### config.mk
export PLATFORM = sky130hd
export DESIGN_NAME = wdt_timer
export DESIGN_NICKNAME = d
export VERILOG_FILES = /design/src/rtl/wdt_pkg.sv /design/src/rtl/wdt_regs.sv /design/src/rtl/wdt_prescaler.sv /design/src/rtl/wdt_count.sv /design/src/rtl/wdt_req.sv /design/src/rtl/wdt_timer.sv
export SDC_FILE = /design/constraint.sdc
export NUM_CORES = 1
export LEC_CHECK = 0
export ABC_CLOCK_PERIOD_IN_PS = 5400
export BUFFER_PORTS_ARGS = -buffer_cell sky130_fd_sc_hd__buf_2
export CORE_MARGIN = 5
export CORE_UTILIZATION = 60
export CTS_BUF_LIST = sky130_fd_sc_hd__clkbuf_8
export DETAILED_ROUTE_END_ITERATION = 8
export GPL_ROUTABILITY_DRIVEN = 0
export GPL_TIMING_DRIVEN = 0
export PLACE_DENSITY = 0.88
export SYNTH_ARGS = -nofsm -noshare
export SYNTH_HDL_FRONTEND = slang
export SYNTH_SLANG_ARGS = --single-unit
### constraint.sdc
create_clock -name clk_i -period 5.4 [get_ports clk_i]
set_input_delay 1.35 -clock clk_i [delete_from_list [all_inputs] [get_ports clk_i]]
set_output_delay 1.35 -clock clk_i [all_outputs]
set_load 0.02 [all_outputs]
### src/rtl/wdt_pkg.sv
package wdt_pkg;
  localparam int RUN_BIT = 7;
  localparam int EN_BIT  = 4;
  localparam int ACT_BIT = 3;

  typedef enum logic {
    SEL_MODE   = 1'b0,
    SEL_PERIOD = 1'b1
  } wdt_sel_e;

  typedef enum logic [1:0] {
    PM_RUN  = 2'd0,
    PM_HALT = 2'd1,
    PM_STOP = 2'd2
  } wdt_pm_e;

  typedef struct packed {
    logic running;
    logic enable;
    logic act_rst;
  } wdt_mode_t;

  // log2 of the timeout in clocks for a period code; code 7 skips one step
  function automatic int period_log2(input int code, input int base);
    return (code == 7) ? base + 8 : base + code;
  endfunction
endpackage

### src/rtl/wdt_regs.sv
module wdt_regs
  import wdt_pkg::*;
(
  input  logic            clk_i,
  input  logic            rst_ni,
  input  logic            wr_en_i,
  input  logic            wr_sel_i,
  input  logic [7:0]      wr_data_i,
  output wdt_mode_t       mode_o,
  output logic [2:0]      period_o,
  output logic            restart_o
);
  wdt_mode_t  mode_q;
  logic [2:0] period_q;
  logic       wr_mode, wr_period;
  logic       unused_bits;

  assign wr_mode     = wr_en_i && (wr_sel_i == SEL_MODE);
  assign wr_period   = wr_en_i && (wr_sel_i == SEL_PERIOD);
  assign unused_bits = ^wr_data_i[6:5];

  // configuration locks once running
  always_ff @(posedge clk_i or negedge rst_ni) begin
    if (!rst_ni) begin
      mode_q   <= '0;
      period_q <= '0;
    end else if (!mode_q.running) begin
      if (wr_mode) begin
        mode_q.enable  <= wr_data_i[EN_BIT];
        mode_q.act_rst <= wr_data_i[ACT_BIT];
        mode_q.running <= wr_data_i[RUN_BIT] & wr_data_i[EN_BIT];
      end else if (wr_period) begin
        period_q <= wr_data_i[2:0];
      end
    end
  end

  assign restart_o = wr_mode && wr_data_i[RUN_BIT] &&
                     (mode_q.running || wr_data_i[EN_BIT]);
  assign mode_o    = mode_q;
  assign period_o  = period_q;
endmodule

### src/rtl/wdt_prescaler.sv
module wdt_prescaler
  import wdt_pkg::*;
#(
  parameter int BASE_LOG2 = 12,
  parameter int CNT_W     = 8,
  parameter int PRESC_W   = BASE_LOG2 + 8 - CNT_W
) (
  input  logic       clk_i,
  input  logic       rst_ni,
  input  logic       halt_i,
  input  logic       stop_i,
  input  logic [2:0] period_i,
  output logic       tick_o
);
  localparam int NUM_CODES = 8;

  logic [PRESC_W-1:0] presc_q;
  logic [PRESC_W-1:0] tap_mask [NUM_CODES];
  wdt_pm_e            pm;
  logic               count_en;

  always_comb begin
    if (stop_i)      pm = PM_STOP;
    else if (halt_i) pm = PM_HALT;
    else             pm = PM_RUN;
  end
  assign count_en = (pm != PM_STOP);

  always_ff @(posedge clk_i or negedge rst_ni) begin
    if (!rst_ni)       presc_q <= '0;
    else if (count_en) presc_q <= presc_q + 1'b1;
  end

  for (genvar c = 0; c < NUM_CODES; c++) begin : g_tap
    localparam int TAP = period_log2(c, BASE_LOG2) - CNT_W;
    assign tap_mask[c] = {PRESC_W{1'b1}} >> (PRESC_W - TAP);
  end

  // carry out of the selected low bits
  assign tick_o = count_en && (&(presc_q | ~tap_mask[period_i]));
endmodule

### src/rtl/wdt_count.sv
module wdt_count #(
  parameter int CNT_W = 8
) (
  input  logic clk_i,
  input  logic rst_ni,
  input  logic restart_i,
  input  logic tick_i,
  input  logic active_i,
  output logic expire_o
);
  logic [CNT_W-1:0] cnt_q;

  always_ff @(posedge clk_i or negedge rst_ni) begin
    if (!rst_ni)                 cnt_q <= '0;
    else if (restart_i)          cnt_q <= '0;
    else if (active_i && tick_i) cnt_q <= cnt_q + 1'b1;
  end

  assign expire_o = active_i && tick_i && !restart_i && (&cnt_q);
endmodule

### src/rtl/wdt_req.sv
module wdt_req (
  input  logic clk_i,
  input  logic rst_ni,
  input  logic expire_i,
  input  logic act_rst_i,
  output logic rst_req_o,
  output logic nmi_req_o
);
  logic rst_q, nmi_q;

  always_ff @(posedge clk_i or negedge rst_ni) begin
    if (!rst_ni) begin
      rst_q <= 1'b0;
      nmi_q <= 1'b0;
    end else begin
      rst_q <= rst_q | (expire_i & act_rst_i);
      nmi_q <= expire_i & ~act_rst_i;
    end
  end

  assign rst_req_o = rst_q;
  assign nmi_req_o = nmi_q;
endmodule

### src/rtl/wdt_timer.sv
module wdt_timer
  import wdt_pkg::*;
#(
  parameter int BASE_LOG2 = 12,
  parameter int CNT_W     = 8
) (
  input  logic       clk_i,
  input  logic       rst_ni,
  input  logic       wr_en_i,
  input  logic       wr_sel_i,
  input  logic [7:0] wr_data_i,
  input  logic       halt_i,
  input  logic       stop_i,
  output logic [7:0] mode_o,
  output logic [2:0] period_o,
  output logic       rst_req_o,
  output logic       nmi_req_o
);
  localparam int PRESC_W = BASE_LOG2 + 8 - CNT_W;

  wdt_mode_t  mode;
  logic [2:0] period;
  logic       restart, tick, active, expire;

  wdt_regs u_regs (
    .clk_i     (clk_i),
    .rst_ni    (rst_ni),
    .wr_en_i   (wr_en_i),
    .wr_sel_i  (wr_sel_i),
    .wr_data_i (wr_data_i),
    .mode_o    (mode),
    .period_o  (period),
    .restart_o (restart)
  );

  wdt_prescaler #(
    .BASE_LOG2 (BASE_LOG2),
    .CNT_W     (CNT_W),
    .PRESC_W   (PRESC_W)
  ) u_presc (
    .clk_i    (clk_i),
    .rst_ni   (rst_ni),
    .halt_i   (halt_i),
    .stop_i   (stop_i),
    .period_i (period),
    .tick_o   (tick)
  );

  // a raised reset request ends counting
  assign active = mode.running && !rst_req_o;

  wdt_count #(.CNT_W(CNT_W)) u_count (
    .clk_i     (clk_i),
    .rst_ni    (rst_ni),
    .restart_i (restart),
    .tick_i    (tick),
    .active_i  (active),
    .expire_o  (expire)
  );

  wdt_req u_req (
    .clk_i     (clk_i),
    .rst_ni    (rst_ni),
    .expire_i  (expire),
    .act_rst_i (mode.act_rst),
    .rst_req_o (rst_req_o),
    .nmi_req_o (nmi_req_o)
  );

  assign mode_o   = {mode.running, 2'b00, mode.enable, mode.act_rst, 3'b000};
  assign period_o = period;
endmodule

Yosys cells after proc, flatten, opt, wreduce, memory -nomap -nowiden
Memory sizes are Yosys's and may differ from the RTL's.
Cells that the tools add are included.
{"block": "totals", "mem_bits_ro": 96, "output_inout_bits": 13, "reg_bits": 28, "elab_cells": 49, "n_memories": 1, "inputBits": 14}
{"memory": "(no name shown)", "depth": 8, "width": 12, "read_ports": 1, "rd_ports_with_merged_regs": 0, "write_ports": 0, "line": "wdt_prescaler.sv:40", "text": "assign tick_o = count_en && (&(presc_q | ~tap_mask[period_i]));"}
{"block": "op_classes", "n_mux": 8, "order_cmp": 1, "bitwise_logic": 11, "n_eq_ne": 1, "n_reduce_logical": 17, "n_addsub": 2}
{"operator": "$mux W12", "n": 2}
{"operator": "$mux W8", "n": 2}
{"operator": "$add A12 B1 Y12 const B", "n": 1}
{"operator": "$not A12 Y12", "n": 1}
{"operator": "$or A12 B12 Y12", "n": 1}
{"operator": "$reduce_and A12 Y1", "n": 1}
{"operator": "$logic_and A1 B1 Y1", "n": 9}
{"operator": "$add A8 B1 Y8 const B", "n": 1}
{"operator": "$reduce_and A8 Y1", "n": 1}
{"operator": "$mux W3", "n": 2}
{"operator": "$ge A4 B4 Y1 const B", "n": 1}
{"operator": "$not A1 Y1", "n": 4}
{"operator": "$not A3 Y4", "n": 1}
{"operator": "$and A1 B1 Y1", "n": 3}
{"operator": "$reduce_and A3 Y1", "n": 1}
{"operator": "$logic_not A1 Y1", "n": 2}
{"operator": "$mux W2", "n": 1}
{"operator": "$ne A2 B2 Y1 const B", "n": 1}
{"operator": "$reduce_and A2 Y1", "n": 1}
{"operator": "$reduce_bool A2 Y1", "n": 1}
{"operator": "$logic_or A1 B1 Y1", "n": 1}
{"operator": "$mux W1", "n": 1}
{"operator": "$or A1 B1 Y1", "n": 1}

Longest topological paths before layout
{"block": "logic_depth", "depth_word": 13, "ltp_mapped": 8, "ltp_nobuf": 6}

Cells and area by module
From an unflattened synthesis, not the netlist that was laid out.
{"block": "hier_totals", "cells_unflattened": 125, "hier_area_um2": 1370.1}
{"module": "wdt_prescaler", "n_inst": 1, "seq_area_each_um2": 300.3, "area_each_um2": 585.6, "cells_each": 54}
{"module": "wdt_count", "n_inst": 1, "seq_area_each_um2": 200.2, "area_each_um2": 414.1, "cells_each": 44}
{"module": "wdt_regs", "n_inst": 1, "seq_area_each_um2": 150.1, "area_each_um2": 251.5, "cells_each": 16}
{"module": "wdt_req", "n_inst": 1, "seq_area_each_um2": 50.0, "area_each_um2": 63.8, "cells_each": 4}
{"module": "wdt_timer", "n_inst": 1, "seq_area_each_um2": 0.0, "area_each_um2": 55.1, "cells_each": 7}

Worst setup path after synthesis
OpenSTA, ideal clock, no wires.
{"block": "synth_timing", "path_type": "input-to-reg", "from": "input port stop_i", "to": "register u_count.cnt_q[6]", "required_ns": 5.322, "n_path_buf": 1, "arrival_ns": 2.721, "setup_ns": 0.078, "cell_stages": 6, "path_slack_ns": 2.601, "path_cell_list": "nor2b_2 -> nand3_1 -> or4_1 -> buf_2 -> or4_1 -> a21oi_1"}
{"block": "synth_between", "elab_chain_cells": 5}
{"element": "start: declaration", "line": "wdt_timer.sv:13", "text": "input logic stop_i,"}
{"element": "$mux W2", "line": "wdt_prescaler.sv:23", "text": "if (stop_i) pm = PM_STOP;"}
{"element": "$ne A2 B2 Y1", "line": "wdt_prescaler.sv:27", "text": "assign count_en = (pm != PM_STOP);"}
{"element": "$logic_and A1 B1 Y1", "line": "wdt_prescaler.sv:40"}
{"element": "$logic_and A1 B1 Y1", "line": "wdt_count.sv:16", "text": "else if (active_i && tick_i) cnt_q <= cnt_q + 1'b1;"}
{"element": "$reduce_bool A2 Y1 (no line)"}
{"element": "end signal: assignment", "line": "wdt_count.sv:16"}
{"element": "end: declaration", "line": "wdt_count.sv:11", "text": "logic [CNT_W-1:0] cnt_q;"}
No other way between the ends.
A chain may end at the register's enable or synchronous reset.

Final worst setup path
{"block": "layout_timing", "from": "input port stop_i", "to": "register u_req.rst_q (netlist: u_req.rst_req_o)"}
{"block": "layout_between", "elab_chain_cells": 8}
{"element": "$mux W2", "line": "wdt_prescaler.sv:23"}
{"element": "$ne A2 B2 Y1", "line": "wdt_prescaler.sv:27"}
{"element": "$logic_and A1 B1 Y1", "line": "wdt_prescaler.sv:40"}
{"element": "$logic_and A1 B1 Y1 (3 in a row)", "line": "wdt_count.sv:19", "text": "assign expire_o = active_i && tick_i && !restart_i && (&cnt_q);"}
{"element": "$and A1 B1 Y1", "line": "wdt_req.sv:16", "text": "rst_q <= rst_q | (expire_i & act_rst_i);"}
{"element": "$or A1 B1 Y1", "line": "wdt_req.sv:16"}
{"element": "end signal: assignment", "line": "wdt_req.sv:16"}
{"element": "end: declaration", "line": "wdt_req.sv:9", "text": "logic rst_q, nmi_q;"}
No other way between the ends.

==> results by group <==
Pwr
  – Max VDD drop: 338 uV
  – Switching share of power: 32.5%
  – Clock Power Share: 26.5%
  – P_leak: 0.718 nW
  – PD cells: 387 nW/um^2
  – P_int: 0.422 mW
  – Reg power frac: 48.7%
  – Total net switching power: 0.203 mW
  – Comb pwr share: 24.8%

Global routing
  – First-pass GRT wire length: 4930 um
  – Largest net degree at the start of global routing: 29
  – Initial antenna violation count: 0
  – Tot GR Track Use: 18.5%
  – Vias in the first global route: 1127
  – Grt total ovfl: 0

Layout
  – Commonest non-fill, non-tap cell in the layout: dfrtp_1
  – Area Growth Syn to Fin: 15.0%
  – Final nets: 177
  – # diodes: 0
  – Most frequent cells in the layout: 28 x dfrtp_1, 20 x buf_2, 9 x a21oi_1, 8 x nor2_1, 8 x nand2_1
  – Share of cells above drive strength 1: 25.0%
  – Post-route cell area: 1620 sq um
  – Fillers: 166

Floorplanning
  – Initial Util: 63.0%
  – FP Rows: 17
  – Die Wd: 58.4 um
  – Num ports: 27
  – Die H: 58.4 um
  – Die ar.: 3410 sq um
  – Placeable Area: 2230 sq um

Route
  – Via density: 5.74
  – DR pass1 iterations: 4
  – DR WL/cell: 15.0 um
  – Drt drc: 0
  – Total Wirelength: 2830 um
  – Iter 0 DRT Violations: 27
  – Antenna-violating nets left: 0
  – Via count: 1080

Synth
  – Synth unique cells: 38
  – Post-Syn Area: 1410 sq um
  – Sequential area share after synthesis: 49.8%
  – Top FF cell, synth: dfrtp_1
  – Synth Instances: 134
  – Avg Inst Size Synth: 10.5 sq um
  – Largest area contributor in the netlist: dfrtp_1
  – Yosys reg bits: 28
  – Top-area cell type share of the netlist area: 49.8%
  – Synth warn: 0
  – FFs w/ async S/R, synth: 100%
  – Synth area leaders: dfrtp_1 50%, mux2_2 4.8%, xnor2_1 4.4%, a21oi_1 3.2%, buf_4 3.2%
  – Number of synthesized flops with an enable pin: 0

Timing
  – Worst slew pin tran: 1.06 ns
  – Hold Fails Final Rpt: 0
  – Clock skew: 0.00275 ns
  – Fin crit share: 52.5%
  – Minimum clock period: 2.83 ns
  – TNS Setup: 0 ns
  – Final setup vio count: 0
  – Rel. slew slack: 29.0%
  – RSZ-0062 raised after global routing: no
  – Maximum clock rate: 353 MHz
  – Max-slew violations: 0

Placed design
  – Port bufs: 18
  – Final HPWL from detailed placement: 2130 um
  – Area after DPL: 1550 sq um

Clocking
  – Clk buf depth: 2
  – Setup Buffers After CTS: 0
  – CTS tree: yes
  – Total clock sinks: 28
  – Clk slew on worst S/H paths: 0.09 ns
  – H-tree Lvls: 1
  – Num CTS Buffers: 3
  – Root buffer cell: clkbuf_8
  – Post-CTS Hold Fix Bufs: 0
  – Post-CTS sizing: 0
  – Skew-Pair Late Insertion Delay: 0.28 ns

Setup path
  – CP required: 5.56 ns
  – CP Launch Type: input port
  – Critical path fanouts, max: 7
  – Worst setup EP type: flip-flop
  – CP arrival: 2.99 ns
  – WS Path Type: input port to flip-flop

Status
  – Status: finished, final reports clean

Flow run
  – Max-Cap Viols: 0

Worst hold path
  – Worst hold path class: flip-flop to flip-flop
[critical path: stages]
cell     delay, ns
buf_2         0.13
nor2b_2       0.17
nand3_1       0.15
or4_1         0.41
buf_2         0.17
or2_1         0.23
o41ai_1       0.38
[stage by stage]
stage,hold slack (ns),std cells,power [mW],worst slack (ns),util (%)
floorplan,0.442,138,0.406,2.60,-
global placement,0.458,184,0.449,2.38,69.2
detailed placement,0.463,184,0.465,2.30,69.2
CTS,0.481,188,0.629,2.58,72.4
global route,0.499,188,0.660,2.50,72.4
finish,0.489,188,0.625,2.57,72.4
[layer usage]
layer  global-route usage [%]  wire (um)  vias to the layer above
met5                        0          0                        -
met3                     6.36        213                        2
met1                     22.7       1170                      519
li1                         -          -                      520
met4                     4.30         16                        0
met2                     31.3       1420                       39
[final timing paths]
check / from / to / slack, ns / depth (start not counted)
setup / recovery: stop_i / u_req.rst_req_o / 2.57 / 7
hold / removal: u_presc.presc_q[11] / u_presc.presc_q[11] / 0.49 / 1
setup reg to reg: u_presc.presc_q[0] / u_req.rst_req_o / 3.19 / 7
hold reg to reg: u_presc.presc_q[11] / u_presc.presc_q[11] / 0.49 / 1
max in group asynchronous: rst_ni / u_count.cnt_q[2] / 3.93 / 1
min in group asynchronous: rst_ni / u_count.cnt_q[4] / 1.07 / 1
[sequential cells by signal, indices dropped and copies added (netlist names)]
signal and flops:
u_presc.presc_q 12, u_regs.period_o 3, u_count.cnt_q 8, u_regs.mode_o 3, u_req.rst_req_o 1, u_req.nmi_req_o 1
[cell type report]
class	instances	area [sq um]	area share, %
plain buffers	10	70.1	4.33
clock buffers	3	41.3	2.55
clock inverters	1	30.0	1.86
inverters	3	11.3	0.696
multi-input cells	97	639	39.5
flip-flops and latches	28	701	43.3
well taps	28	35.0	2.17
repair buffers	18	90.1	5.57
[power by group through the flow]
stage                     clock network [mW]  registers, mW  logic [mW]
after floorplan                            0          0.310      0.0966
after global placement                     0          0.301       0.148
after detailed placement                   0          0.307       0.158
after CTS                              0.169          0.303       0.157
after global routing                   0.176          0.311       0.173
final                                  0.166          0.305       0.155
[cells by family (layout without fill, tap and decap cells)]
| logic type | count (synthesis) | after routing | share of synthesized area, % |
|---|---|---|---|
| AOI/OAI and AO/OA | 19 | 19 | 8.27 |
| xor gates and xnor gates | 11 | 11 | 6.85 |
| adders and majority gates | 2 | 2 | 1.78 |
| buffers and inverters | 13 | 35 | 5.78 |
| DFF | 28 | 28 | 49.8 |
| muxes | 7 | 7 | 5.52 |
| other | 1 | 5 | 0.267 |
| and+or+nand+nor | 53 | 53 | 21.7 |
[synth_stat cells (2+ instances only)]
master    instances
dfrtp_1          28
a21oi_1           9
nand2_1           8
nor2_1            8
xnor2_1           7
buf_4             6
mux2_2            6
nand3_1           6
or4_1             6
nand4_1           5
o31ai_1           5
xor2_1            4
inv_1             3
buf_2             2
ha_1              2
nand2b_1          2
nand3b_1          2
nor3_1            2
nor4_1            2
o21ai_0           2
or3_1             2
Note: power is estimated with default switching activity, not from simulation.
